**config.mk**
```make
export PLATFORM = sky130hd
export DESIGN_NAME = clkroot_regbank
export DESIGN_NICKNAME = d
export VERILOG_FILES = /design/src/rtl/clkroot_pkg.sv /design/src/rtl/clkroot_shadow.sv /design/src/rtl/clkroot_commit.sv /design/src/rtl/clkroot_rdmux.sv /design/src/rtl/clkroot_regbank.sv
export SDC_FILE = /design/constraint.sdc
export NUM_CORES = 1
export LEC_CHECK = 0
export BUFFER_PORTS_ARGS = -buffer_cell sky130_fd_sc_hd__buf_2
export CAP_MARGIN = 10
export CORE_MARGIN = 2
export CORE_UTILIZATION = 45
export CTS_BUF_LIST = sky130_fd_sc_hd__clkbuf_16
export CTS_CLUSTER_DIAMETER = 60
export DETAILED_ROUTE_END_ITERATION = 10
export GPL_ROUTABILITY_DRIVEN = 0
export GPL_TIMING_DRIVEN = 0
export PLACE_DENSITY = 0.71
export SYNTH_ARGS = -nofsm -noshare
export SYNTH_HDL_FRONTEND = slang
export SYNTH_SLANG_ARGS = --single-unit
```
**constraint.sdc**
```tcl
create_clock -name clk -period 2.6 [get_ports clk]
set_input_delay 0.52 -clock clk [delete_from_list [all_inputs] [get_ports clk]]
set_output_delay 0.52 -clock clk [all_outputs]
set_load 0.1 [all_outputs]
```
**src/rtl/clkroot_pkg.sv**
```systemverilog
package clkroot_pkg;
  localparam int OFS_CMD = 'h00;
  localparam int OFS_CFG = 'h04;
  localparam int OFS_M   = 'h08;
  localparam int OFS_N   = 'h0C;
  localparam int OFS_D   = 'h10;

  localparam int CMD_UPD_BIT  = 0;
  localparam int CMD_EN_BIT   = 1;
  localparam int CMD_DCFG_BIT = 4;
  localparam int CMD_DN_BIT   = 5;
  localparam int CMD_DM_BIT   = 6;
  localparam int CMD_DD_BIT   = 7;
  localparam int CMD_OFF_BIT  = 31;

  localparam int CFG_SRC_LSB  = 8;
  localparam int CFG_MODE_LSB = 12;

  // dirty vector index: 0 cfg, 1 N, 2 M, 3 D
  localparam int DIRTY_W = 4;

  typedef enum logic [2:0] {
    SEL_CMD,
    SEL_CFG,
    SEL_M,
    SEL_N,
    SEL_D,
    SEL_NONE
  } rsel_e;

  function automatic rsel_e decode_addr(input logic [15:0] a);
    case (a)
      16'(OFS_CMD): decode_addr = SEL_CMD;
      16'(OFS_CFG): decode_addr = SEL_CFG;
      16'(OFS_M):   decode_addr = SEL_M;
      16'(OFS_N):   decode_addr = SEL_N;
      16'(OFS_D):   decode_addr = SEL_D;
      default:      decode_addr = SEL_NONE;
    endcase
  endfunction
endpackage

```
**src/rtl/clkroot_shadow.sv**
```systemverilog
module clkroot_shadow
  import clkroot_pkg::*;
#(
  parameter int DATA_W = 32,
  parameter int DIV_W  = 5,
  parameter int SRC_W  = 3,
  parameter int MODE_W = 2,
  parameter int MND_W  = 8
) (
  input  logic               clk,
  input  logic               rst,
  input  logic               wr_en,
  input  rsel_e              sel,
  input  logic [DATA_W-1:0]  wdata,
  input  logic               commit,
  output logic [DIV_W-1:0]   sh_div,
  output logic [SRC_W-1:0]   sh_src,
  output logic [MODE_W-1:0]  sh_mode,
  output logic [MND_W-1:0]   sh_m,
  output logic [MND_W-1:0]   sh_n,
  output logic [MND_W-1:0]   sh_d,
  output logic [DIRTY_W-1:0] dirty
);
  localparam int NUM_CNT = 3;

  logic             cfg_hit;
  logic             dirty_cfg_q;
  logic [NUM_CNT-1:0] dirty_cnt_q;
  logic [MND_W-1:0] cnt_q [NUM_CNT];

  assign cfg_hit = wr_en && (sel == SEL_CFG);

  always_ff @(posedge clk) begin
    if (rst) begin
      sh_div      <= '0;
      sh_src      <= '0;
      sh_mode     <= '0;
      dirty_cfg_q <= 1'b0;
    end else begin
      if (cfg_hit) begin
        sh_div  <= wdata[DIV_W-1:0];
        sh_src  <= wdata[CFG_SRC_LSB +: SRC_W];
        sh_mode <= wdata[CFG_MODE_LSB +: MODE_W];
      end
      // a write on the commit edge keeps its dirty flag
      dirty_cfg_q <= (dirty_cfg_q && !commit) || cfg_hit;
    end
  end

  for (genvar g = 0; g < NUM_CNT; g++) begin : g_cnt
    localparam rsel_e MY_SEL = (g == 0) ? SEL_M : ((g == 1) ? SEL_N : SEL_D);
    logic hit;
    assign hit = wr_en && (sel == MY_SEL);
    always_ff @(posedge clk) begin
      if (rst) begin
        cnt_q[g]       <= '0;
        dirty_cnt_q[g] <= 1'b0;
      end else begin
        if (hit) cnt_q[g] <= wdata[MND_W-1:0];
        dirty_cnt_q[g] <= (dirty_cnt_q[g] && !commit) || hit;
      end
    end
  end

  assign sh_m  = cnt_q[0];
  assign sh_n  = cnt_q[1];
  assign sh_d  = cnt_q[2];
  assign dirty = {dirty_cnt_q[2], dirty_cnt_q[0], dirty_cnt_q[1], dirty_cfg_q};
endmodule

```
**src/rtl/clkroot_commit.sv**
```systemverilog
module clkroot_commit #(
  parameter int DIV_W  = 5,
  parameter int SRC_W  = 3,
  parameter int MODE_W = 2,
  parameter int MND_W  = 8
) (
  input  logic              clk,
  input  logic              rst,
  input  logic              upd_set,
  input  logic              apply_ack,
  input  logic [DIV_W-1:0]  sh_div,
  input  logic [SRC_W-1:0]  sh_src,
  input  logic [MODE_W-1:0] sh_mode,
  input  logic [MND_W-1:0]  sh_m,
  input  logic [MND_W-1:0]  sh_n,
  input  logic [MND_W-1:0]  sh_d,
  output logic              pending,
  output logic              commit,
  output logic [DIV_W-1:0]  act_div,
  output logic [SRC_W-1:0]  act_src,
  output logic [MODE_W-1:0] act_mode,
  output logic [MND_W-1:0]  act_m,
  output logic [MND_W-1:0]  act_n,
  output logic [MND_W-1:0]  act_d
);
  logic pending_q;

  assign pending = pending_q;
  assign commit  = pending_q && apply_ack;

  always_ff @(posedge clk) begin
    if (rst)          pending_q <= 1'b0;
    else if (upd_set) pending_q <= 1'b1;
    else if (commit)  pending_q <= 1'b0;
  end

  // whole set swaps on one edge
  always_ff @(posedge clk) begin
    if (rst) begin
      act_div  <= '0;
      act_src  <= '0;
      act_mode <= '0;
      act_m    <= '0;
      act_n    <= '0;
      act_d    <= '0;
    end else if (commit) begin
      act_div  <= sh_div;
      act_src  <= sh_src;
      act_mode <= sh_mode;
      act_m    <= sh_m;
      act_n    <= sh_n;
      act_d    <= sh_d;
    end
  end
endmodule

```
**src/rtl/clkroot_rdmux.sv**
```systemverilog
module clkroot_rdmux
  import clkroot_pkg::*;
#(
  parameter int DATA_W = 32,
  parameter int DIV_W  = 5,
  parameter int SRC_W  = 3,
  parameter int MODE_W = 2,
  parameter int MND_W  = 8
) (
  input  logic               clk,
  input  logic               rst,
  input  logic               rd_en,
  input  rsel_e              sel,
  input  logic               pending,
  input  logic               root_en,
  input  logic [DIRTY_W-1:0] dirty,
  input  logic [DIV_W-1:0]   sh_div,
  input  logic [SRC_W-1:0]   sh_src,
  input  logic [MODE_W-1:0]  sh_mode,
  input  logic [MND_W-1:0]   sh_m,
  input  logic [MND_W-1:0]   sh_n,
  input  logic [MND_W-1:0]   sh_d,
  output logic [DATA_W-1:0]  rdata,
  output logic               rd_valid
);
  logic [DATA_W-1:0] word;

  always_comb begin
    word = '0;
    case (sel)
      SEL_CMD: begin
        word[CMD_UPD_BIT]  = pending;
        word[CMD_EN_BIT]   = root_en;
        word[CMD_DCFG_BIT] = dirty[0];
        word[CMD_DN_BIT]   = dirty[1];
        word[CMD_DM_BIT]   = dirty[2];
        word[CMD_DD_BIT]   = dirty[3];
        word[CMD_OFF_BIT]  = !root_en;
      end
      SEL_CFG: begin
        word[DIV_W-1:0]               = sh_div;
        word[CFG_SRC_LSB +: SRC_W]    = sh_src;
        word[CFG_MODE_LSB +: MODE_W]  = sh_mode;
      end
      SEL_M:   word[MND_W-1:0] = sh_m;
      SEL_N:   word[MND_W-1:0] = sh_n;
      SEL_D:   word[MND_W-1:0] = sh_d;
      default: word = '0;
    endcase
  end

  always_ff @(posedge clk) begin
    if (rst) begin
      rdata    <= '0;
      rd_valid <= 1'b0;
    end else begin
      rd_valid <= rd_en;
      if (rd_en) rdata <= word;
    end
  end
endmodule

```
**src/rtl/clkroot_regbank.sv**
```systemverilog
module clkroot_regbank
  import clkroot_pkg::*;
#(
  parameter int ADDR_W = 5,
  parameter int DATA_W = 32,
  parameter int DIV_W  = 5,
  parameter int SRC_W  = 3,
  parameter int MODE_W = 2,
  parameter int MND_W  = 8
) (
  input  logic              clk,
  input  logic              rst,
  input  logic              reg_wr_en,
  input  logic              reg_rd_en,
  input  logic [ADDR_W-1:0] reg_addr,
  input  logic [DATA_W-1:0] reg_wdata,
  output logic [DATA_W-1:0] reg_rdata,
  output logic              reg_rd_valid,
  output logic              apply_req,
  input  logic              apply_ack,
  output logic              root_en,
  output logic [SRC_W-1:0]  act_src,
  output logic [DIV_W-1:0]  act_div,
  output logic [MODE_W-1:0] act_mode,
  output logic [MND_W-1:0]  act_m,
  output logic [MND_W-1:0]  act_n,
  output logic [MND_W-1:0]  act_d
);
  localparam int ADDR_EXT = 16;

  rsel_e              sel;
  logic               cmd_wr;
  logic               upd_set;
  logic               pending;
  logic               commit;
  logic               root_en_q;
  logic [DIRTY_W-1:0] dirty;
  logic [DIV_W-1:0]   sh_div;
  logic [SRC_W-1:0]   sh_src;
  logic [MODE_W-1:0]  sh_mode;
  logic [MND_W-1:0]   sh_m;
  logic [MND_W-1:0]   sh_n;
  logic [MND_W-1:0]   sh_d;
  logic               unused_wdata;

  assign sel          = decode_addr(ADDR_EXT'(reg_addr));
  assign cmd_wr       = reg_wr_en && (sel == SEL_CMD);
  assign upd_set      = cmd_wr && reg_wdata[CMD_UPD_BIT];
  assign unused_wdata = ^reg_wdata;

  always_ff @(posedge clk) begin
    if (rst)         root_en_q <= 1'b0;
    else if (cmd_wr) root_en_q <= reg_wdata[CMD_EN_BIT];
  end

  assign root_en   = root_en_q;
  assign apply_req = pending;

  clkroot_shadow #(
    .DATA_W(DATA_W), .DIV_W(DIV_W), .SRC_W(SRC_W), .MODE_W(MODE_W), .MND_W(MND_W)
  ) i_shadow (
    .clk(clk), .rst(rst), .wr_en(reg_wr_en), .sel(sel), .wdata(reg_wdata),
    .commit(commit), .sh_div(sh_div), .sh_src(sh_src), .sh_mode(sh_mode),
    .sh_m(sh_m), .sh_n(sh_n), .sh_d(sh_d), .dirty(dirty)
  );

  clkroot_commit #(
    .DIV_W(DIV_W), .SRC_W(SRC_W), .MODE_W(MODE_W), .MND_W(MND_W)
  ) i_commit (
    .clk(clk), .rst(rst), .upd_set(upd_set), .apply_ack(apply_ack),
    .sh_div(sh_div), .sh_src(sh_src), .sh_mode(sh_mode),
    .sh_m(sh_m), .sh_n(sh_n), .sh_d(sh_d),
    .pending(pending), .commit(commit),
    .act_div(act_div), .act_src(act_src), .act_mode(act_mode),
    .act_m(act_m), .act_n(act_n), .act_d(act_d)
  );

  clkroot_rdmux #(
    .DATA_W(DATA_W), .DIV_W(DIV_W), .SRC_W(SRC_W), .MODE_W(MODE_W), .MND_W(MND_W)
  ) i_rdmux (
    .clk(clk), .rst(rst), .rd_en(reg_rd_en), .sel(sel), .pending(pending),
    .root_en(root_en_q), .dirty(dirty), .sh_div(sh_div), .sh_src(sh_src),
    .sh_mode(sh_mode), .sh_m(sh_m), .sh_n(sh_n), .sh_d(sh_d),
    .rdata(reg_rdata), .rd_valid(reg_rd_valid)
  );
endmodule

```
==> summary.md, run 1 <==
| Metric | Value |
|---|---|
| Post-synth top cells | `73 x nand2_1, 65 x dfxtp_1, 55 x a21oi_1, 25 x and2_1, 24 x edfxtp_1` |
| Maximum root-to-sink buffer count | `2` |
| CP Class | `input port to flop` |
| GR Util met1 | `29.24%` |
| Cell taking the most area after synthesis | `dfxtp_1` |
| Final antenna-violating net count | `0` |
| Gr ovfl total | `0` |
| Crit path largest cell delay | `0.70 ns` |
| Critical path's top delay family | `compound AO/OA/AOI/OAI gates` |
| ANT cells | `0` |
| Tmin final | `2.156 ns` |
| Layout cells sized above 1 | `24.75%` |
| Clk pwr share | `41.8%` |
| VDD IR-drop max | `0.0003695 V` |
| Final WS setup | `0.4440 ns` |
| # hold bufs at CTS | `0` |
| Top cells by area, synth | `dfxtp_1 34%, edfxtp_1 19%, a21oi_1 7.2%` |
| Largest net degree at the start of global routing | `16` |
| EDFF count, synth | `24` |
| Setup TNS | `0 ns` |
| Core Region | `8217 um2` |
| CTS tree | `done` |
| Synth Cell Area | `3799 um2` |
| Via count | `3128` |
| Clk pin slew, worst setup/hold paths | `0.06 ns` |
| Hold Vio Cnt, Final | `0` |
| Crit-path cells | `buf_2, or4b_4, buf_6, o21ai_1` |
| Clk root buf | `clkbuf_16` |
| Cells after synthesis | `393` |
| Most frequent cell after synthesis | `nand2_1` |
| Final period util | `82.92%` |
| Placed Area | `4329 um2` |
| Yosys top cell area share | `34.26%` |
| Slew headroom | `39.50%` |
| Die Span Y | `95.88 um` |
| Leak | `1.875 nW` |
| Slowest CP cell | `o21ai_1` |
| Row count | `33` |
| Reg power frac | `48.3%` |
| Comb power frac | `9.9%` |
| Most used routing layer | `met2` |
| Storage element area | `2022 um2` |
| Die span in x | `95.88 um` |
| Yosys reg bits | `89` |
| Switching Fraction | `25.07%` |
| DP HPWL | `7091 um` |
| Dpl ws | `0.1086 ns` |
| Worst Path Buf+Inv | `2` |
| Wire per inst | `15.92 um` |
| Port Buffer Count | `67` |
| Sequential fraction of the synthesis area | `53.23%` |
| Internal | `2.273 mW` |
| Hold crit path type | `input port to flop` |
| Sink Count | `89` |
| Max Fclk | `0.4638 GHz` |
| Post-route cell area | `4631 um2` |
| Vias in the first global route | `2861` |
| Multi-input gate area | `1559 um2` |
| Met2 Track Usage GR | `33.86%` |
| Worst Skew | `0.009645 ns` |
| Post-Syn Area per Cell | `9.666 um2` |
| Status | `complete, no violations` |
| Met3 Usage GRT | `4.699%` |
| Iteration-0 DRC Markers | `240` |
| Net count reported at finish | `530` |
| # IOs | `111` |
| Post-synth top flop | `dfxtp_1` |
| H-Tree Depth | `3` |
| CP startpoint kind | `input port` |
| Syn. warnings | `0` |
| Initial antenna violation count | `0` |
| Netlist cell types | `40` |
| Fraction of registers with async set/reset | `0%` |
| # DRC | `0` |
| CTS Buf Count | `9` |
| RSZ-0062 raised after global routing | `no` |
| First-pass detailed-route iteration total | `4` |
| CP required | `2.56 ns` |
| Power density over the cells | `655.0 nW/um2` |
| Post-CTS repair timing setup buffer count | `0` |
| WP data arrival | `2.12 ns` |
| Post-cts sizing count | `0` |
| Total die area | `9192 um2` |
| P_sw | `760.3 uW` |
| Total Wirelength | `9523 um` |
| Worst-Skew Late Latency | `0.34 ns` |
| Max Cap Viol | `0` |
| Final setup violating endpoints | `0` |
| First-pass GRT wire length | `14650 um` |
| # fillers | `758` |
| Crit. End Element | `flop` |
| Initial Util | `46.23%` |
| GRT Util Overall | `21.83%` |
| Least-Margin Pin Slew | `0.9015 ns` |
| Syn-to-layout area delta | `21.90%` |
| CP Max Fanout | `10` |
| Via density per instance | `5.231` |
| Slew Limit Fails | `0` |
-- final timing paths --
| kind | slack (ns) | to | start | cells after the start |
|---|---|---|---|---|
| worst max-delay path | 0.44 | i_shadow.cnt_q[2][4] | reg_addr[0] | 4 |
| worst min-delay path | 0.43 | i_shadow.sh_mode[0] | reg_wdata[12] | 3 |
| worst max register to register | 0.83 | i_commit.act_n[5] | i_commit.pending | 5 |
| worst min register to register | 0.45 | i_commit.act_d[0] | i_commit.act_d[0] | 2 |
-- area by class of cell --
type                            instances  share of cell area [%]
Buffer                                 47                   5.917
Multi-Input combinational cell        272                   33.67
Tap cell                              105                   2.837
Clock buffer                           11                   5.944
Clock inverter                          5                  0.5674
Sequential cell                        89                   43.66
Timing Repair Buffer                   67                   7.241
Inverter                                2                  0.1621
-- power groups by stage --
| stage | registers, mW | clock network [mW] | logic [mW] |
|---|---|---|---|
| after floorplan | 1.51 | 0 | 0.226 |
| after global placement | 1.49 | 0 | 0.294 |
| after detailed placement | 1.50 | 0 | 0.297 |
| after CTS | 1.46 | 1.28 | 0.297 |
| after global routing | 1.47 | 1.35 | 0.317 |
| final | 1.47 | 1.27 | 0.300 |
-- worst min-delay path: stages --
cell and delay (ns):
buf_2 0.09, nand3_1 0.05, a21oi_1 0.05
-- stage by stage --
step / hold WS [ns] / util, % / power, mW / std cells
after global routing: 0.4372 / 56.36 / 3.135 / 598
final: 0.4259 / 56.36 / 3.033 / 598
after CTS: 0.4236 / 56.36 / 3.045 / 598
after detailed placement: 0.4443 / 52.69 / 1.792 / 582
after floorplan: 0.4338 / - / 1.731 / 410
after global placement: 0.4437 / 52.69 / 1.789 / 582
-- state kept, by name, summed over array words and instances (netlist names) --
name	flops
i_shadow.sh_div	5
i_shadow.dirty	3
i_shadow.sh_src	3
i_commit.act_d	8
i_commit.act_n	8
i_rdmux.rdata	14
i_shadow.dirty_cfg_q	1
i_shadow.sh_mode	2
i_rdmux.rd_valid	1
i_commit.act_div	5
i_commit.act_mode	2
i_commit.pending	1
i_commit.act_src	3
root_en	1
i_commit.act_m	8
i_shadow.cnt_q	24
-- cells in the final DEF (no fill, tap or decap), types with 2 or more instances in the layout --
master      n
o21ai_0     6
nand4_1     5
conb_1     18
buf_4      18
buf_6       3
and3b_1     6
buf_1       3
nand3_1    14
clkbuf_1   17
a21oi_1    55
a22oi_1     3
nor4b_4     2
a221o_1     2
o21ai_1    12
dfxtp_1    65
nor2_1      6
mux4_2      3
and4_1      2
edfxtp_1   24
buf_2      73
nor2b_1     3
mux2_2      5
nand2b_1    8
and3_1      2
and2_1     25
clkbuf_16  11
nand2_1    73
a32oi_1    10
inv_1       3
-- cells by family after synthesis --
| kind of cell | count (synthesis) | share of synthesized area (%) |
|---|---|---|
| flops | 89 | 53.23 |
| compound gates | 90 | 13.47 |
| mux | 9 | 3.524 |
| buf+inv | 49 | 7.411 |
| simple gates | 155 | 22.27 |
| other cells | 1 | 0.09872 |
-- metal layers --
layer / routed length [um] / vias to the layer above
li1: - / 1542
met5: 0 / -
met4: 201 / 0
met3: 582 / 16
met2: 4552 / 103
met1: 4186 / 1467
Note: power is estimated with default switching activity, not from simulation.
==> inputs of run 2 (changes only) <==
--- a/config.mk
+++ b/config.mk
@@ -14,7 +14,7 @@
 export DETAILED_ROUTE_END_ITERATION = 10
 export GPL_ROUTABILITY_DRIVEN = 0
 export GPL_TIMING_DRIVEN = 0
-export PLACE_DENSITY = 0.71
+export PLACE_DENSITY = 0.74
 export SYNTH_ARGS = -nofsm -noshare
 export SYNTH_HDL_FRONTEND = slang
 export SYNTH_SLANG_ARGS = --single-unit
==> constraint.sdc (replaced) <==
create_clock -name clk -period 1.8 [get_ports clk]
set_input_delay 0.36 -clock clk [delete_from_list [all_inputs] [get_ports clk]]
set_output_delay 0.36 -clock clk [all_outputs]
set_load 0.1 [all_outputs]
==> run 2 against run 1 <==
Net effect: critical path depth is the same; die area is the same; sequential share of layout area shrank 0.29 points; power grew 50%; worst hold slack lost 0.15 ns; sequential cell count is the same; clock-buffer cell count shrank 2; via count grew 1.8%; largest power group unchanged; highest routed layer unchanged.
==> summary.md, run 2 (synthesis gave the netlist of run 1 again) <==
| Metric | Value |
|---|---|
| Status | `complete, no violations` |
| Top Registers | `i_shadow.cnt_q x24, i_rdmux.rdata x14` |
| Least-Margin Pin Slew | `0.6770 ns (-0.2245 ns)` |
| Setup TNS | `0 ns (unchanged)` |
| Slew headroom | `54.70% (+15 points)` |
| Via count | `3185 (+1.8%)` |
| Vias in the first global route | `2789 (-2.5%)` |
| Final period util | `87.35%` |
| Initial antenna violation count | `0 (unchanged)` |
| Port Buffer Count | `67 (unchanged)` |
| Via density per instance | `5.326 (+1.8%)` |
| Worst Skew | `0.006754 ns (-0.002891 ns)` |
| Iteration-0 DRC Markers | `279 (+16%)` |
| Final antenna-violating net count | `0 (unchanged)` |
| # hold bufs at CTS | `0 (unchanged)` |
| Leak | `1.883 nW (+0.42%)` |
| H-Tree Depth | `3 (unchanged)` |
| RSZ-0062 raised after global routing | `no` |
| CP Class | `input port to flop` |
| WP data arrival | `1.58 ns (-0.54 ns)` |
| Hold Vio Cnt, Final | `0 (unchanged)` |
| Sink Count | `89 (unchanged)` |
| Maximum root-to-sink buffer count | `2 (unchanged)` |
| Final setup violating endpoints | `0 (unchanged)` |
| Crit. End Element | `flop` |
| CTS Buf Count | `9 (unchanged)` |
| Worst-Skew Late Latency | `0.34 ns (about the same)` |
| VDD IR-drop max | `0.0005574 V (+51%)` |
| Wire per inst | `16.27 um (+2.1%)` |
| CP Max Fanout | `10 (unchanged)` |
| Row count | `33 (unchanged)` |
| Max Cap Viol | `0 (unchanged)` |
| DP HPWL | `7102 um (+0.15%)` |
| Clk root buf | `clkbuf_16` |
| Reg with most FFs | `i_shadow.cnt_q` |
| Total die area | `9192 um2 (unchanged)` |
| Final Util | `56.77% (+0.41 points)` |
| Net count reported at finish | `530 (unchanged)` |
| First-pass GRT wire length | `14660 um (about the same)` |
| Die Span Y | `95.88 um (unchanged)` |
| Core Region | `8217 um2 (unchanged)` |
| ANT cells | `0 (unchanged)` |
| Power density over the cells | `975.5 nW/um2 (+49%)` |
| # IOs | `111 (unchanged)` |
| CP startpoint kind | `input port` |
| Largest register FFs | `24 (unchanged)` |
| CP required | `1.80 ns (-0.76 ns)` |
| Tot Pwr | `4.550 mW (+50%)` |
| GRT Util Overall | `21.79% (-0.045 points)` |
| Hold crit path type | `input port to flop` |
| Most frequent cells in the layout | `73 x buf_2, 73 x nand2_1, 64 x dfxtp_1` |
| Initial Util | `46.23% (unchanged)` |
| Gr ovfl total | `0 (unchanged)` |
| CTS tree | `done` |
| First-pass detailed-route iteration total | `5 (+1)` |
| Syn-to-layout area delta | `22.79%` |
| Largest net degree at the start of global routing | `16 (unchanged)` |
| WHS | `0.2722 ns (-0.1538 ns)` |
| Clk pin slew, worst setup/hold paths | `0.06 ns (about the same)` |
| # DRC | `0 (unchanged)` |
| Die span in x | `95.88 um (unchanged)` |
| Slew Limit Fails | `0 (unchanged)` |
| Total Wirelength | `9727 um (+2.1%)` |
| Tmin final | `1.572 ns` |
| Max Fclk | `0.6360 GHz` |
| Layout cells sized above 1 | `25.96% (+1.2 points)` |
## run 2: final timing paths
path | startpoint | endpoint | slack [ns] | cells after the start
min reg2reg | i_commit.act_n[7] | i_commit.act_n[7] | 0.45 | 2
max reg2reg | i_commit.pending | i_commit.act_n[6] | 0.25 | 5
max | reg_addr[0] | i_shadow.cnt_q[2][4] | 0.23 | 4
min | reg_wdata[12] | i_shadow.sh_mode[0] | 0.27 | 3
## run 2: what timing repair did
item | 4_1_cts | 5_1_grt
hold endpoints to repair | 0 | 0
resized for setup | 0 | 2
endpoints found under the setup margin | 0 | 12
buffers inserted | 0 | 0
## run 2: cell type report
class                           count  area [um2]
Multi-Input combinational cell    272        1570
Inverter                            2       7.507
Clock buffer                        9       225.2
Timing Repair Buffer               67       335.3
Sequential cell                    89        2023
Clock inverter                      7       95.09
Tap cell                          105       131.4
Buffer                             47       276.5
Fill cell                         746        3552
## run 2: power breakdown
group / internal [mW] / switching (mW)
combinational: 0.100 / 0.338
clock: 1.22 / 0.782
sequential: 2.09 / 0.0240
## run 2: per-layer routing
metal | part of all wire, % | vias to the layer above | GRT usage [%]
li1 | - | 1541 | -
met5 | 0 | - | 0
met4 | 2.7 | 0 | 8.452
met1 | 41 | 1480 | 28.98
met3 | 8.6 | 21 | 4.699
met2 | 47 | 143 | 34.79
## run 2: critical path, cell delays in order
cell     delay [ns]
buf_2          0.17
or4b_4         0.56
buf_6          0.17
o21ai_4        0.30
## run 2: per-stage QoR
step	area, um2	instances	worst slack (ns)
after floorplan	3875	410	0.05249
after global routing	4664	598	0.06178
after global placement	4342	582	-0.1081
final	4664	598	0.2277
after CTS	4662	598	0.06979
after detailed placement	4342	582	-0.1191
